### config.mk
export PLATFORM = sky130hd
export DESIGN_NAME = pwm6_gen
export DESIGN_NICKNAME = d
export VERILOG_FILES = /design/src/rtl/pwm6_pkg.sv /design/src/rtl/pwm6_prescale.sv /design/src/rtl/pwm6_counter.sv /design/src/rtl/pwm6_regs.sv /design/src/rtl/pwm6_events.sv /design/src/rtl/pwm6_gen.sv
export SDC_FILE = /design/constraint.sdc
export NUM_CORES = 1
export LEC_CHECK = 0
export BUFFER_PORTS_ARGS = -buffer_cell sky130_fd_sc_hd__clkbuf_2
export CORE_MARGIN = 10
export CORE_UTILIZATION = 64
export CTS_CLUSTER_DIAMETER = 60
export DETAILED_ROUTE_END_ITERATION = 16
export PLACE_DENSITY_LB_ADDON = 0.2
export SYNTH_ARGS = -nofsm -noshare
export SYNTH_HDL_FRONTEND = slang
export SYNTH_SLANG_ARGS = --single-unit
### constraint.sdc
create_clock -name clk -period 3.7 [get_ports clk]
set_clock_uncertainty 0.1 [all_clocks]
set_input_delay 0.37 -clock clk [delete_from_list [all_inputs] [get_ports clk]]
set_output_delay 0.37 -clock clk [all_outputs]
set_load 0.01 [all_outputs]
### src/rtl/pwm6_pkg.sv
package pwm6_pkg;

  // Register addresses (duty registers follow contiguously from DUTY_BASE)
  localparam int unsigned CTRL_ADDR  = 0;
  localparam int unsigned PER_ADDR   = 1;
  localparam int unsigned DUTY_BASE  = 2;

  // Control word bit positions
  localparam int unsigned B_RUN    = 0;
  localparam int unsigned B_CLR    = 1;
  localparam int unsigned B_LOAD   = 2;
  localparam int unsigned B_CENTER = 3;
  localparam int unsigned B_GROUP  = 4;
  localparam int unsigned B_TSEL   = 5;
  localparam int unsigned B_DIV    = 6;
  localparam int unsigned B_SRC    = 9;
  localparam int unsigned B_SLOPE  = 11;
  localparam int unsigned B_IEN    = 13;

  localparam int unsigned DIV_W = 3;

  typedef enum logic [1:0] {
    SLOPE_BOTH  = 2'd0,
    SLOPE_RISE  = 2'd1,
    SLOPE_FALL  = 2'd2,
    SLOPE_BOTH2 = 2'd3
  } slope_e;

  typedef struct packed {
    logic             run;
    logic             center;
    logic             group;
    logic             tsel;
    logic [DIV_W-1:0] div;
    logic [1:0]       src;
    slope_e           slope;
    logic             ien;
  } ctrl_t;

endpackage

### src/rtl/pwm6_prescale.sv
module pwm6_prescale #(
  parameter int unsigned DIV_W = 3
) (
  input  logic             clk,
  input  logic             rst_n,
  input  logic             run,
  input  logic             tsel,
  input  logic             tick,
  input  logic [DIV_W-1:0] div,
  output logic             ce
);

  localparam int unsigned PRE_W = (1 << DIV_W) - 1;

  logic             src_tick;
  logic [PRE_W-1:0] pre_q;
  logic [PRE_W-1:0] mask;

  // Source tick: every clock, or only the external timer pulses
  assign src_tick = tsel ? tick : 1'b1;

  // Low div bits of the counter must all be ones for an enable
  assign mask = PRE_W'((32'd1 << div) - 32'd1);
  assign ce   = run & src_tick & ((pre_q & mask) == mask);

  always_ff @(posedge clk or negedge rst_n) begin
    if (!rst_n) begin
      pre_q <= '0;
    end else if (!run) begin
      pre_q <= '0;
    end else if (src_tick) begin
      pre_q <= pre_q + PRE_W'(1);
    end
  end

  // with a divide ratio above one, enables are never back to back
  a_r6_ce_spacing: assert property (@(posedge clk) disable iff (!rst_n)
    (ce && div != '0) |=> (!ce || div == '0))
    else $error("R6: consecutive count enables with divider active");

endmodule

### src/rtl/pwm6_counter.sv
module pwm6_counter #(
  parameter int unsigned CNT_W = 16
) (
  input  logic             clk,
  input  logic             rst_n,
  input  logic             ce,
  input  logic             clr,
  input  logic             center,
  input  logic [CNT_W-1:0] period,
  output logic [CNT_W-1:0] cnt,
  output logic             down,
  output logic             bnd
);

  logic [CNT_W-1:0] cnt_q, cnt_d;
  logic             down_q, down_d;

  always_comb begin
    cnt_d  = cnt_q;
    down_d = down_q;
    bnd    = 1'b0;
    if (ce) begin
      if (!center) begin
        // sawtooth
        down_d = 1'b0;
        if (cnt_q >= period) begin
          cnt_d = '0;
          bnd   = 1'b1;
        end else begin
          cnt_d = cnt_q + CNT_W'(1);
        end
      end else if (!down_q) begin
        // triangle, rising slope
        if (cnt_q >= period) begin
          down_d = 1'b1;
          cnt_d  = (cnt_q == '0) ? '0 : cnt_q - CNT_W'(1);
        end else begin
          cnt_d = cnt_q + CNT_W'(1);
        end
      end else begin
        // triangle, falling slope
        if (cnt_q == '0) begin
          down_d = 1'b0;
          bnd    = 1'b1;
          cnt_d  = (period == '0) ? '0 : CNT_W'(1);
        end else begin
          cnt_d = cnt_q - CNT_W'(1);
        end
      end
    end
    if (clr) begin
      cnt_d  = '0;
      down_d = 1'b0;
    end
  end

  always_ff @(posedge clk or negedge rst_n) begin
    if (!rst_n) begin
      cnt_q  <= '0;
      down_q <= 1'b0;
    end else begin
      cnt_q  <= cnt_d;
      down_q <= down_d;
    end
  end

  assign cnt  = cnt_q;
  assign down = down_q;

  // below the period, a sawtooth enable advances the count by one
  a_r1_edge_step: assert property (@(posedge clk) disable iff (!rst_n)
    (ce && !clr && !center && cnt_q < period) |=> (cnt_q == $past(cnt_q) + CNT_W'(1)))
    else $error("R1: sawtooth step wrong");

  // the falling slope turns to rising at zero
  a_r2_center_turn: assert property (@(posedge clk) disable iff (!rst_n)
    (ce && center && down_q && cnt_q == '0) |=> !down_q)
    else $error("R2: triangle did not turn at zero");

  // clear forces zero and rising direction
  a_r11_clear: assert property (@(posedge clk) disable iff (!rst_n)
    clr |=> (cnt_q == '0 && !down_q))
    else $error("R11: clear did not reset counter");

  // without an enable the count holds
  a_r12_hold: assert property (@(posedge clk) disable iff (!rst_n)
    (!ce && !clr) |=> $stable(cnt_q))
    else $error("R12: counter moved without enable");

endmodule

### src/rtl/pwm6_regs.sv
module pwm6_regs
  import pwm6_pkg::*;
#(
  parameter int unsigned CNT_W  = 16,
  parameter int unsigned NCH    = 6,
  parameter int unsigned ADDR_W = 4
) (
  input  logic                      clk,
  input  logic                      rst_n,
  input  logic                      we,
  input  logic [ADDR_W-1:0]         addr,
  input  logic [CNT_W-1:0]          wdata,
  input  logic                      bnd,
  output ctrl_t                     ctrl,
  output logic                      clr_pulse,
  output logic                      flag_clr,
  output logic [CNT_W-1:0]          per_act,
  output logic [NCH-1:0][CNT_W-1:0] duty_act
);

  localparam int unsigned FLAG_ADDR = DUTY_BASE + NCH;

  ctrl_t                     ctrl_q;
  logic [CNT_W-1:0]          per_buf;
  logic [NCH-1:0][CNT_W-1:0] duty_buf;
  logic                      load_pend;
  logic                      ctrl_we;
  logic                      load_set;
  logic                      xfer;

  assign ctrl_we   = we && (addr == ADDR_W'(CTRL_ADDR));
  assign load_set  = ctrl_we && wdata[B_LOAD];
  assign clr_pulse = ctrl_we && wdata[B_CLR];
  assign flag_clr  = we && (addr == ADDR_W'(FLAG_ADDR)) && wdata[0];
  assign xfer      = load_pend && (bnd || !ctrl_q.run);

  // Control register
  always_ff @(posedge clk or negedge rst_n) begin
    if (!rst_n) begin
      ctrl_q <= '0;
    end else if (ctrl_we) begin
      ctrl_q.run    <= wdata[B_RUN];
      ctrl_q.center <= wdata[B_CENTER];
      ctrl_q.group  <= wdata[B_GROUP];
      ctrl_q.tsel   <= wdata[B_TSEL];
      ctrl_q.div    <= wdata[B_DIV +: DIV_W];
      ctrl_q.src    <= wdata[B_SRC +: 2];
      ctrl_q.slope  <= slope_e'(wdata[B_SLOPE +: 2]);
      ctrl_q.ien    <= wdata[B_IEN];
    end
  end

  // Load request: set by software, cleared by the transfer
  always_ff @(posedge clk or negedge rst_n) begin
    if (!rst_n) begin
      load_pend <= 1'b0;
    end else begin
      load_pend <= load_set | (load_pend & ~xfer);
    end
  end

  // Shadow period
  always_ff @(posedge clk or negedge rst_n) begin
    if (!rst_n) begin
      per_buf <= '0;
    end else if (we && addr == ADDR_W'(PER_ADDR)) begin
      per_buf <= wdata;
    end
  end

  // Shadow and working duty registers, one slice per channel
  for (genvar k = 0; k < NCH; k++) begin : g_duty
    always_ff @(posedge clk or negedge rst_n) begin
      if (!rst_n) begin
        duty_buf[k] <= '0;
      end else if (we && addr == ADDR_W'(DUTY_BASE + k)) begin
        duty_buf[k] <= wdata;
      end
    end

    always_ff @(posedge clk or negedge rst_n) begin
      if (!rst_n) begin
        duty_act[k] <= '0;
      end else if (xfer) begin
        duty_act[k] <= duty_buf[k];
      end
    end
  end

  // Working period
  always_ff @(posedge clk or negedge rst_n) begin
    if (!rst_n) begin
      per_act <= '0;
    end else if (xfer) begin
      per_act <= per_buf;
    end
  end

  assign ctrl = ctrl_q;

  // the request is gone after a transfer unless renewed
  a_r4_load_self_clear: assert property (@(posedge clk) disable iff (!rst_n)
    (xfer && !load_set) |=> !load_pend)
    else $error("R4: load request not cleared");

  // working period only changes through a transfer
  a_r3_period_hold: assert property (@(posedge clk) disable iff (!rst_n)
    !xfer |=> $stable(per_act))
    else $error("R3: working period changed without load");

  // working duties only change through a transfer
  a_r3_duty_hold: assert property (@(posedge clk) disable iff (!rst_n)
    !xfer |=> $stable(duty_act))
    else $error("R3: working duty changed without load");

endmodule

### src/rtl/pwm6_events.sv
module pwm6_events
  import pwm6_pkg::*;
#(
  parameter int unsigned CNT_W = 16,
  parameter int unsigned NCH   = 6
) (
  input  logic                      clk,
  input  logic                      rst_n,
  input  logic                      ce,
  input  logic                      bnd,
  input  logic                      falling,
  input  logic [CNT_W-1:0]          cnt,
  input  logic [NCH-1:0][CNT_W-1:0] duty_eff,
  input  logic [1:0]                src,
  input  slope_e                    slope,
  input  logic                      ien,
  input  logic                      flag_clr,
  output logic                      flag,
  output logic                      irq
);

  logic [CNT_W-1:0] match_duty;
  logic             hit;
  logic             slope_ok;
  logic             flag_q;
  logic             irq_q;

  // Source 1..3 compares against channel 0, 2 or 4
  always_comb begin
    match_duty = '0;
    for (int k = 0; k < NCH; k++) begin
      if (src != 2'd0 && k == 2 * int'(src) - 2) begin
        match_duty = duty_eff[k];
      end
    end
  end

  assign hit = (src == 2'd0) ? bnd : (ce && cnt == match_duty);

  always_comb begin
    unique case (slope)
      SLOPE_RISE: slope_ok = !falling;
      SLOPE_FALL: slope_ok = falling;
      default:    slope_ok = 1'b1;
    endcase
  end

  always_ff @(posedge clk or negedge rst_n) begin
    if (!rst_n) begin
      flag_q <= 1'b0;
      irq_q  <= 1'b0;
    end else begin
      flag_q <= bnd | (flag_q & ~flag_clr);
      irq_q  <= ien & hit & slope_ok;
    end
  end

  assign flag = flag_q;
  assign irq  = irq_q;

  // a boundary always leaves the flag set
  a_r8_flag_set: assert property (@(posedge clk) disable iff (!rst_n)
    bnd |=> flag_q)
    else $error("R8: flag not set on boundary");

  // flag is sticky without a clear
  a_r8_flag_sticky: assert property (@(posedge clk) disable iff (!rst_n)
    (flag_q && !flag_clr) |=> flag_q)
    else $error("R8: flag dropped without clear");

  // no interrupt while disabled
  a_r9_irq_gated: assert property (@(posedge clk) disable iff (!rst_n)
    !ien |=> !irq_q)
    else $error("R9: interrupt while disabled");

  // the interrupt is a single clock pulse per event
  a_r9_irq_pulse: assert property (@(posedge clk) disable iff (!rst_n)
    (irq_q && !ce && !bnd) |=> !irq_q)
    else $error("R9: interrupt held without event");

endmodule

### src/rtl/pwm6_gen.sv
module pwm6_gen
  import pwm6_pkg::*;
#(
  parameter int unsigned CNT_W  = 16,
  parameter int unsigned NCH    = 6,
  parameter int unsigned ADDR_W = 4
) (
  input  logic              clk,
  input  logic              rst_n,
  input  logic              tmr_tick,
  input  logic              cfg_we,
  input  logic [ADDR_W-1:0] cfg_addr,
  input  logic [CNT_W-1:0]  cfg_wdata,
  output logic [NCH-1:0]    pg,
  output logic              period_flag,
  output logic              irq
);

  ctrl_t                     ctrl;
  logic                      clr_pulse;
  logic                      flag_clr;
  logic [CNT_W-1:0]          per_act;
  logic [NCH-1:0][CNT_W-1:0] duty_act;
  logic [NCH-1:0][CNT_W-1:0] duty_eff;
  logic                      ce;
  logic [CNT_W-1:0]          cnt;
  logic                      down;
  logic                      bnd;
  logic                      falling;

  pwm6_regs #(
    .CNT_W (CNT_W),
    .NCH   (NCH),
    .ADDR_W(ADDR_W)
  ) regs_i (
    .clk      (clk),
    .rst_n    (rst_n),
    .we       (cfg_we),
    .addr     (cfg_addr),
    .wdata    (cfg_wdata),
    .bnd      (bnd),
    .ctrl     (ctrl),
    .clr_pulse(clr_pulse),
    .flag_clr (flag_clr),
    .per_act  (per_act),
    .duty_act (duty_act)
  );

  pwm6_prescale #(
    .DIV_W(DIV_W)
  ) pre_i (
    .clk  (clk),
    .rst_n(rst_n),
    .run  (ctrl.run),
    .tsel (ctrl.tsel),
    .tick (tmr_tick),
    .div  (ctrl.div),
    .ce   (ce)
  );

  pwm6_counter #(
    .CNT_W(CNT_W)
  ) cnt_i (
    .clk   (clk),
    .rst_n (rst_n),
    .ce    (ce),
    .clr   (clr_pulse),
    .center(ctrl.center),
    .period(per_act),
    .cnt   (cnt),
    .down  (down),
    .bnd   (bnd)
  );

  // Direction tag for event filtering: sawtooth always counts as rising
  assign falling = ctrl.center & down;

  // Channel compare slices, with group remapping above channel 1
  for (genvar g = 0; g < NCH; g++) begin : g_ch
    if (g >= 2) begin : g_grp
      localparam int unsigned PAIR = g % 2;
      assign duty_eff[g] = ctrl.group ? duty_act[PAIR] : duty_act[g];
    end else begin : g_own
      assign duty_eff[g] = duty_act[g];
    end
    assign pg[g] = ctrl.run & (cnt < duty_eff[g]);
  end

  pwm6_events #(
    .CNT_W(CNT_W),
    .NCH  (NCH)
  ) ev_i (
    .clk     (clk),
    .rst_n   (rst_n),
    .ce      (ce),
    .bnd     (bnd),
    .falling (falling),
    .cnt     (cnt),
    .duty_eff(duty_eff),
    .src     (ctrl.src),
    .slope   (ctrl.slope),
    .ien     (ctrl.ien),
    .flag_clr(flag_clr),
    .flag    (period_flag),
    .irq     (irq)
  );

  // stopping leaves the boundary event silent
  a_r12_no_bnd_stopped: assert property (@(posedge clk) disable iff (!rst_n)
    !ctrl.run |-> !bnd)
    else $error("R12: boundary while stopped");

endmodule

==> flow_summary.html <==
<table>
<tr><th>Metric</th><th>Value</th></tr>
<tr><th colspan="2">Yosys</th></tr>
<tr><td>Main combinational cell family by area after synthesis</td><td>multiplexers</td></tr>
<tr><td>Top cells by area, synth</td><td>sky130_fd_sc_hd__dfrtp_1, sky130_fd_sc_hd__mux2_2, sky130_fd_sc_hd__ha_1</td></tr>
<tr><td>Share of the synthesized area in compound gates (AO/OA/AOI/OAI)</td><td>about 8.2%</td></tr>
<tr><td>Adder-Cell Fraction of Synth Area</td><td>9.43%</td></tr>
<tr><td>Yosys top cell area share</td><td>43.9%</td></tr>
<tr><td>Sequential cell area fraction in the yosys report</td><td>between 40% and 50%</td></tr>
<tr><td>Top flip-flop cell by instance count after synthesis</td><td>sky130_fd_sc_hd__dfrtp_1</td></tr>
<tr><td>Dominant cell type by area after synthesis</td><td>sky130_fd_sc_hd__dfrtp_1</td></tr>
<tr><td>Gate count of the mapped netlist</td><td>~1300</td></tr>
<tr><td>Post-synthesis xor/xnor area fraction</td><td>under 10%</td></tr>
<tr><td>Nets in the synthesized netlist</td><td>roughly 1400</td></tr>
<tr><td>Total of warnings raised by yosys</td><td>0</td></tr>
<tr><td>Post-synth EDFFs</td><td>0</td></tr>
<tr><td>Count of state elements after synthesis</td><td>between 200 and 300</td></tr>
<tr><td>Post-synth ARST share</td><td>100%</td></tr>
<tr><td>Count of distinct cell types in the synthesized netlist</td><td>57</td></tr>
<tr><td>Average cell area after synthesis</td><td>around 12 sq um</td></tr>
<tr><td>Simple-Gate Fraction of Synth Area</td><td>approximately 8.2%</td></tr>
<tr><td>Multiplexer area fraction after synthesis</td><td>25.0%</td></tr>
<tr><td>Post-synthesis instance area</td><td>15000 sq um</td></tr>
<tr><th colspan="2">Cells and area</th></tr>
<tr><td>Antenna cells</td><td>0</td></tr>
<tr><td>Proportion of layout cells with a drive suffix above 1</td><td>roughly 29%</td></tr>
<tr><td>Area grow syn2layout</td><td>11.7%</td></tr>
<tr><td>Most frequent cells in the layout</td><td>sky130_fd_sc_hd__dfrtp_1, sky130_fd_sc_hd__mux2_2, sky130_fd_sc_hd__ha_1</td></tr>
<tr><td>Nets</td><td>approximately 1500</td></tr>
<tr><td>Final design instance area without fill</td><td>between 15000 and 20000 sq um</td></tr>
<tr><td>Most common cell after layout, fill and taps aside</td><td>sky130_fd_sc_hd__dfrtp_1</td></tr>
<tr><th colspan="2">Pwr</th></tr>
<tr><td>Power dissipated by switching net loads</td><td>approximately 0.0035 W</td></tr>
<tr><td>Int Pwr</td><td>about 0.007 W</td></tr>
<tr><td>Logic gate share of total power</td><td>between 30% and 40%</td></tr>
<tr><td>Switching part of the total</td><td>roughly a third</td></tr>
<tr><td>Leakage</td><td>around 7.9 nW</td></tr>
<tr><td>Clock share of power</td><td>between 20% and 30%</td></tr>
<tr><td>Pwr Density</td><td>624 nW/um^2</td></tr>
<tr><td>Sequential Power Share</td><td>between 30% and 40%</td></tr>
<tr><td>Maximum ir drop on the vdd rail</td><td>0.453 mV</td></tr>
<tr><th colspan="2">STA</th></tr>
<tr><td>Summed negative setup slack over all endpoints</td><td>0 ns</td></tr>
<tr><td>Hold Violations, Final</td><td>0</td></tr>
<tr><td>Final period utilization</td><td>between 90% and 100%</td></tr>
<tr><td>Period minus WS final</td><td>3.60 ns</td></tr>
<tr><td>Pin slew with the least headroom to its limit</td><td>1.02 ns</td></tr>
<tr><td>Max frequency</td><td>0.278 GHz</td></tr>
<tr><td>Max-slew violation count</td><td>0</td></tr>
<tr><td>Number of setup violations in the final report</td><td>0</td></tr>
<tr><td>Relative slew slack</td><td>around a third</td></tr>
<tr><td>Unrepaired setup endpoints after global routing</td><td>true</td></tr>
<tr><th colspan="2">Clocking</th></tr>
<tr><td>Clock-pin slew reported for the worst setup and hold paths after clock tree synthesis</td><td>approximately 0.060 ns</td></tr>
<tr><td>Clock network latency to the later pin of the worst-skew pair</td><td>~0.56 ns</td></tr>
<tr><td>Clock buffer count from CTS</td><td>28</td></tr>
<tr><td>H-tree levels</td><td>1</td></tr>
<tr><td>Clock sink count</td><td>roughly 260</td></tr>
<tr><td>Maximum clock insertion buffer count</td><td>3</td></tr>
<tr><td>CTS tree</td><td>built</td></tr>
<tr><td>Clock root buffer master</td><td>sky130_fd_sc_hd__clkbuf_16</td></tr>
<tr><th colspan="2">Worst setup path</th></tr>
<tr><td>Ordered cell list for the critical path</td><td>buf_4, mux2i_1, ha_1, a21o_1, a21o_1, a21oi_1, nor2_1, a2111oi_2, nor2_1, nor4b_2, buf_2</td></tr>
<tr><td>Delay contributed by the slowest stage of the critical path</td><td>0.50 ns</td></tr>
<tr><td>WP data required</td><td>3.23 ns</td></tr>
<tr><td>Worst Path Class, Setup</td><td>reg2out</td></tr>
<tr><td>Count of buffering cells on the critical path with inverters included</td><td>2</td></tr>
<tr><td>Source of the critical timing path</td><td>regs_i.ctrl[9]</td></tr>
<tr><td>Crit path max fanout</td><td>4</td></tr>
<tr><td>Critical Path AT</td><td>about 3.1 ns</td></tr>
<tr><td>Crit-path leading delay family</td><td>compound AO/OA/AOI/OAI gates</td></tr>
<tr><td>Startpoint type of the worst setup path</td><td>flip-flop</td></tr>
<tr><td>Nature of the critical path endpoint</td><td>output pin</td></tr>
<tr><td>Library cell contributing the largest single delay on the critical path</td><td>sky130_fd_sc_hd__dfrtp_4</td></tr>
<tr><td>Launch point of the worst reg-to-reg path</td><td>cnt_i.cnt[0]</td></tr>
<tr><th colspan="2">Floorplanning</th></tr>
<tr><td>Starting density of the core</td><td>~66%</td></tr>
<tr><td>Number of core rows</td><td>between 50 and 60</td></tr>
<tr><td>Die outline area</td><td>~30000 sq um</td></tr>
<tr><td>Boundary pin count</td><td>32</td></tr>
<tr><td>Chip width</td><td>~170 microns</td></tr>
<tr><td>Die height</td><td>173 microns</td></tr>
<tr><td>Placeable core area</td><td>22800 sq um</td></tr>
<tr><th colspan="2">Route</th></tr>
<tr><td>Detailed-route vias per instance</td><td>around 6.3</td></tr>
<tr><td>Post-Route WL</td><td>~36000 microns</td></tr>
<tr><td>Met2 Wirelength</td><td>between 15000 and 20000 microns</td></tr>
<tr><td>Starting DRC count in detailed routing</td><td>approximately 1000</td></tr>
<tr><td>DRC Markers</td><td>0</td></tr>
<tr><td>Detailed route wirelength on metal3</td><td>between 2000 and 2500 microns</td></tr>
<tr><td>Max Used Layer</td><td>met4</td></tr>
<tr><td>Wire per inst</td><td>roughly 22 microns</td></tr>
<tr><td>Wire length on met1</td><td>approximately 15000 microns</td></tr>
<tr><td>DR vias</td><td>10400</td></tr>
<tr><td>DR pass1 iterations</td><td>7</td></tr>
<tr><td>Post-route ant nets</td><td>0</td></tr>
<tr><th colspan="2">Global route</th></tr>
<tr><td>Overall fraction of global-route tracks in use</td><td>around a quarter</td></tr>
<tr><td>Vias in the first global route</td><td>about 11000</td></tr>
<tr><td>Largest net degree at the start of global routing</td><td>117</td></tr>
<tr><td>Wire length of the first global-routing pass</td><td>just under 60000 microns</td></tr>
<tr><td>Initial antenna violation count</td><td>0</td></tr>
<tr><td>Grt ovf</td><td>0</td></tr>
<tr><th colspan="2">Place</th></tr>
<tr><td>Last weighted congestion value of the routability-driven placer</td><td>slightly above 0.9</td></tr>
<tr><td>Detailed-placement wirelength estimate</td><td>~24000 microns</td></tr>
<tr><td>Placed Area</td><td>roughly 16000 sq um</td></tr>
<tr><td>PortBufs</td><td>31</td></tr>
<tr><th colspan="2">Hold path</th></tr>
<tr><td>Path category of the worst min-delay check</td><td>in2reg</td></tr>
<tr><td>Source of the worst hold timing path</td><td>cfg_addr[0]</td></tr>
<tr><th colspan="2">Status</th></tr>
<tr><td>Status</td><td>finished clean</td></tr>
<tr><th colspan="2">Job</th></tr>
<tr><td>MaxCap Viol Count</td><td>0</td></tr>
</table>
final cells by class:
class | count | area, sq um
Inverter | 56 | 210
Clock buffer | 42 | 895
Fill cell | 1604 | 6100
Multi-Input combinational cell | 888 | 7970
Tap cell | 313 | 392
Sequential cell | 263 | 6590
Clock inverter | 7 | 40.0
Timing Repair Buffer | 84 | 654
tightest hold or removal path, delay by kind of cell:
kind                   cells  cell delay [ns]
AOI/OAI and AO/OA          2             0.15
buffers and inverters      1             0.17
logic make-up (layout without fill, tap and decap cells):
family | after synthesis | after routing
multiplexers | 315 | 315
flip-flops | 263 | 263
AND/OR/NAND/NOR | 231 | 231
AO/OA/AOI/OAI | 201 | 201
buffers and inverters | 122 | 189
adder cells (fa/ha/maj) | 113 | 113
XOR/XNOR | 28 | 28
synthesized netlist by cell type, drive strengths merged, types with 3 or more instances:
library cell  count
a2111oi           5
a211oi            3
a21o             18
a21oi            51
a221oi            4
a22oi             3
a31oi            12
a32oi             3
and2              6
and3             15
buf              22
clkbuf           44
dfrtp           263
ha              113
inv              56
mux2            234
mux2i            81
nand2            55
nand2b           10
nand3             8
nand3b            4
nand4            23
nor2             38
nor2b             6
nor3             20
nor3b             8
nor4             11
nor4b             5
o211ai            5
o21a             12
o21ai            65
o22ai             5
or3               6
or4               8
xnor2            22
xor2              6
power groups by stage:
| stage | clock, W | combinational [W] | sequential, W |
|---|---|---|---|
| final | 0.00279 | 0.00350 | 0.00416 |
| after global routing | 0.00295 | 0.00390 | 0.00425 |
| after CTS | 0.00283 | 0.00344 | 0.00415 |
| after detailed placement | 0 | 0.00332 | 0.00421 |
| after global placement | 0 | 0.00319 | 0.00418 |
| after floorplan | 0 | 0.00248 | 0.00400 |
layer usage:
layer | GRT usage [%] | vias to the layer above
li1 | - | 4743
met1 | 30.9 | 5221
met2 | 39.9 | 328
met3 | 4.09 | 94
met4 | 7.58 | 0
met5 | 0 | -
flip-flops by register name (all words and copies together), names as in the netlist:
signal / flops
pre_i.pre_q: 7
regs_i.per_buf: 16
cnt_i.cnt: 16
regs_i.ctrl: 12
regs_i.duty_act: 96
ev_i.flag: 1
regs_i.load_pend: 1
regs_i.duty_buf: 96
cnt_i.down: 1
regs_i.per_act: 16
ev_i.irq: 1
worst paths after layout:
kind	end	slack (ns)	cells past startpoint
worst max-delay path	pg[4]	0.1	11
worst min-delay path	ev_i.flag	0.08	3
worst max register to register	regs_i.duty_act[85]	0.40	10
worst min register to register	regs_i.duty_act[92]	0.40	1
max in group asynchronous	regs_i.duty_act[25]	2.08	3
min in group asynchronous	regs_i.duty_act[34]	0.37	2
metrics by stage:
step	utilization, %	power [W]	setup slack, ns	instances	hold WS (ns)
after floorplan	-	0.00648	0.172	1273	-0.0256
after global placement	68.6	0.00736	0.372	1597	0.378
after detailed placement	68.6	0.00753	0.339	1597	0.386
after CTS	73.1	0.0104	0.00949	1653	0.0696
after global routing	73.3	0.0111	-0.105	1653	0.0919
final	73.3	0.0105	0.0976	1653	0.0830
repair_timing:
item	4_1_cts	5_1_grt
resized for setup	8	16
endpoints found under the hold margin	113	0
buffers inserted	6	0
endpoints found under the setup margin	4	5
hold buffers	1	0
pin swaps	1	6
No activity file was read; power rests on OpenSTA's default activity.
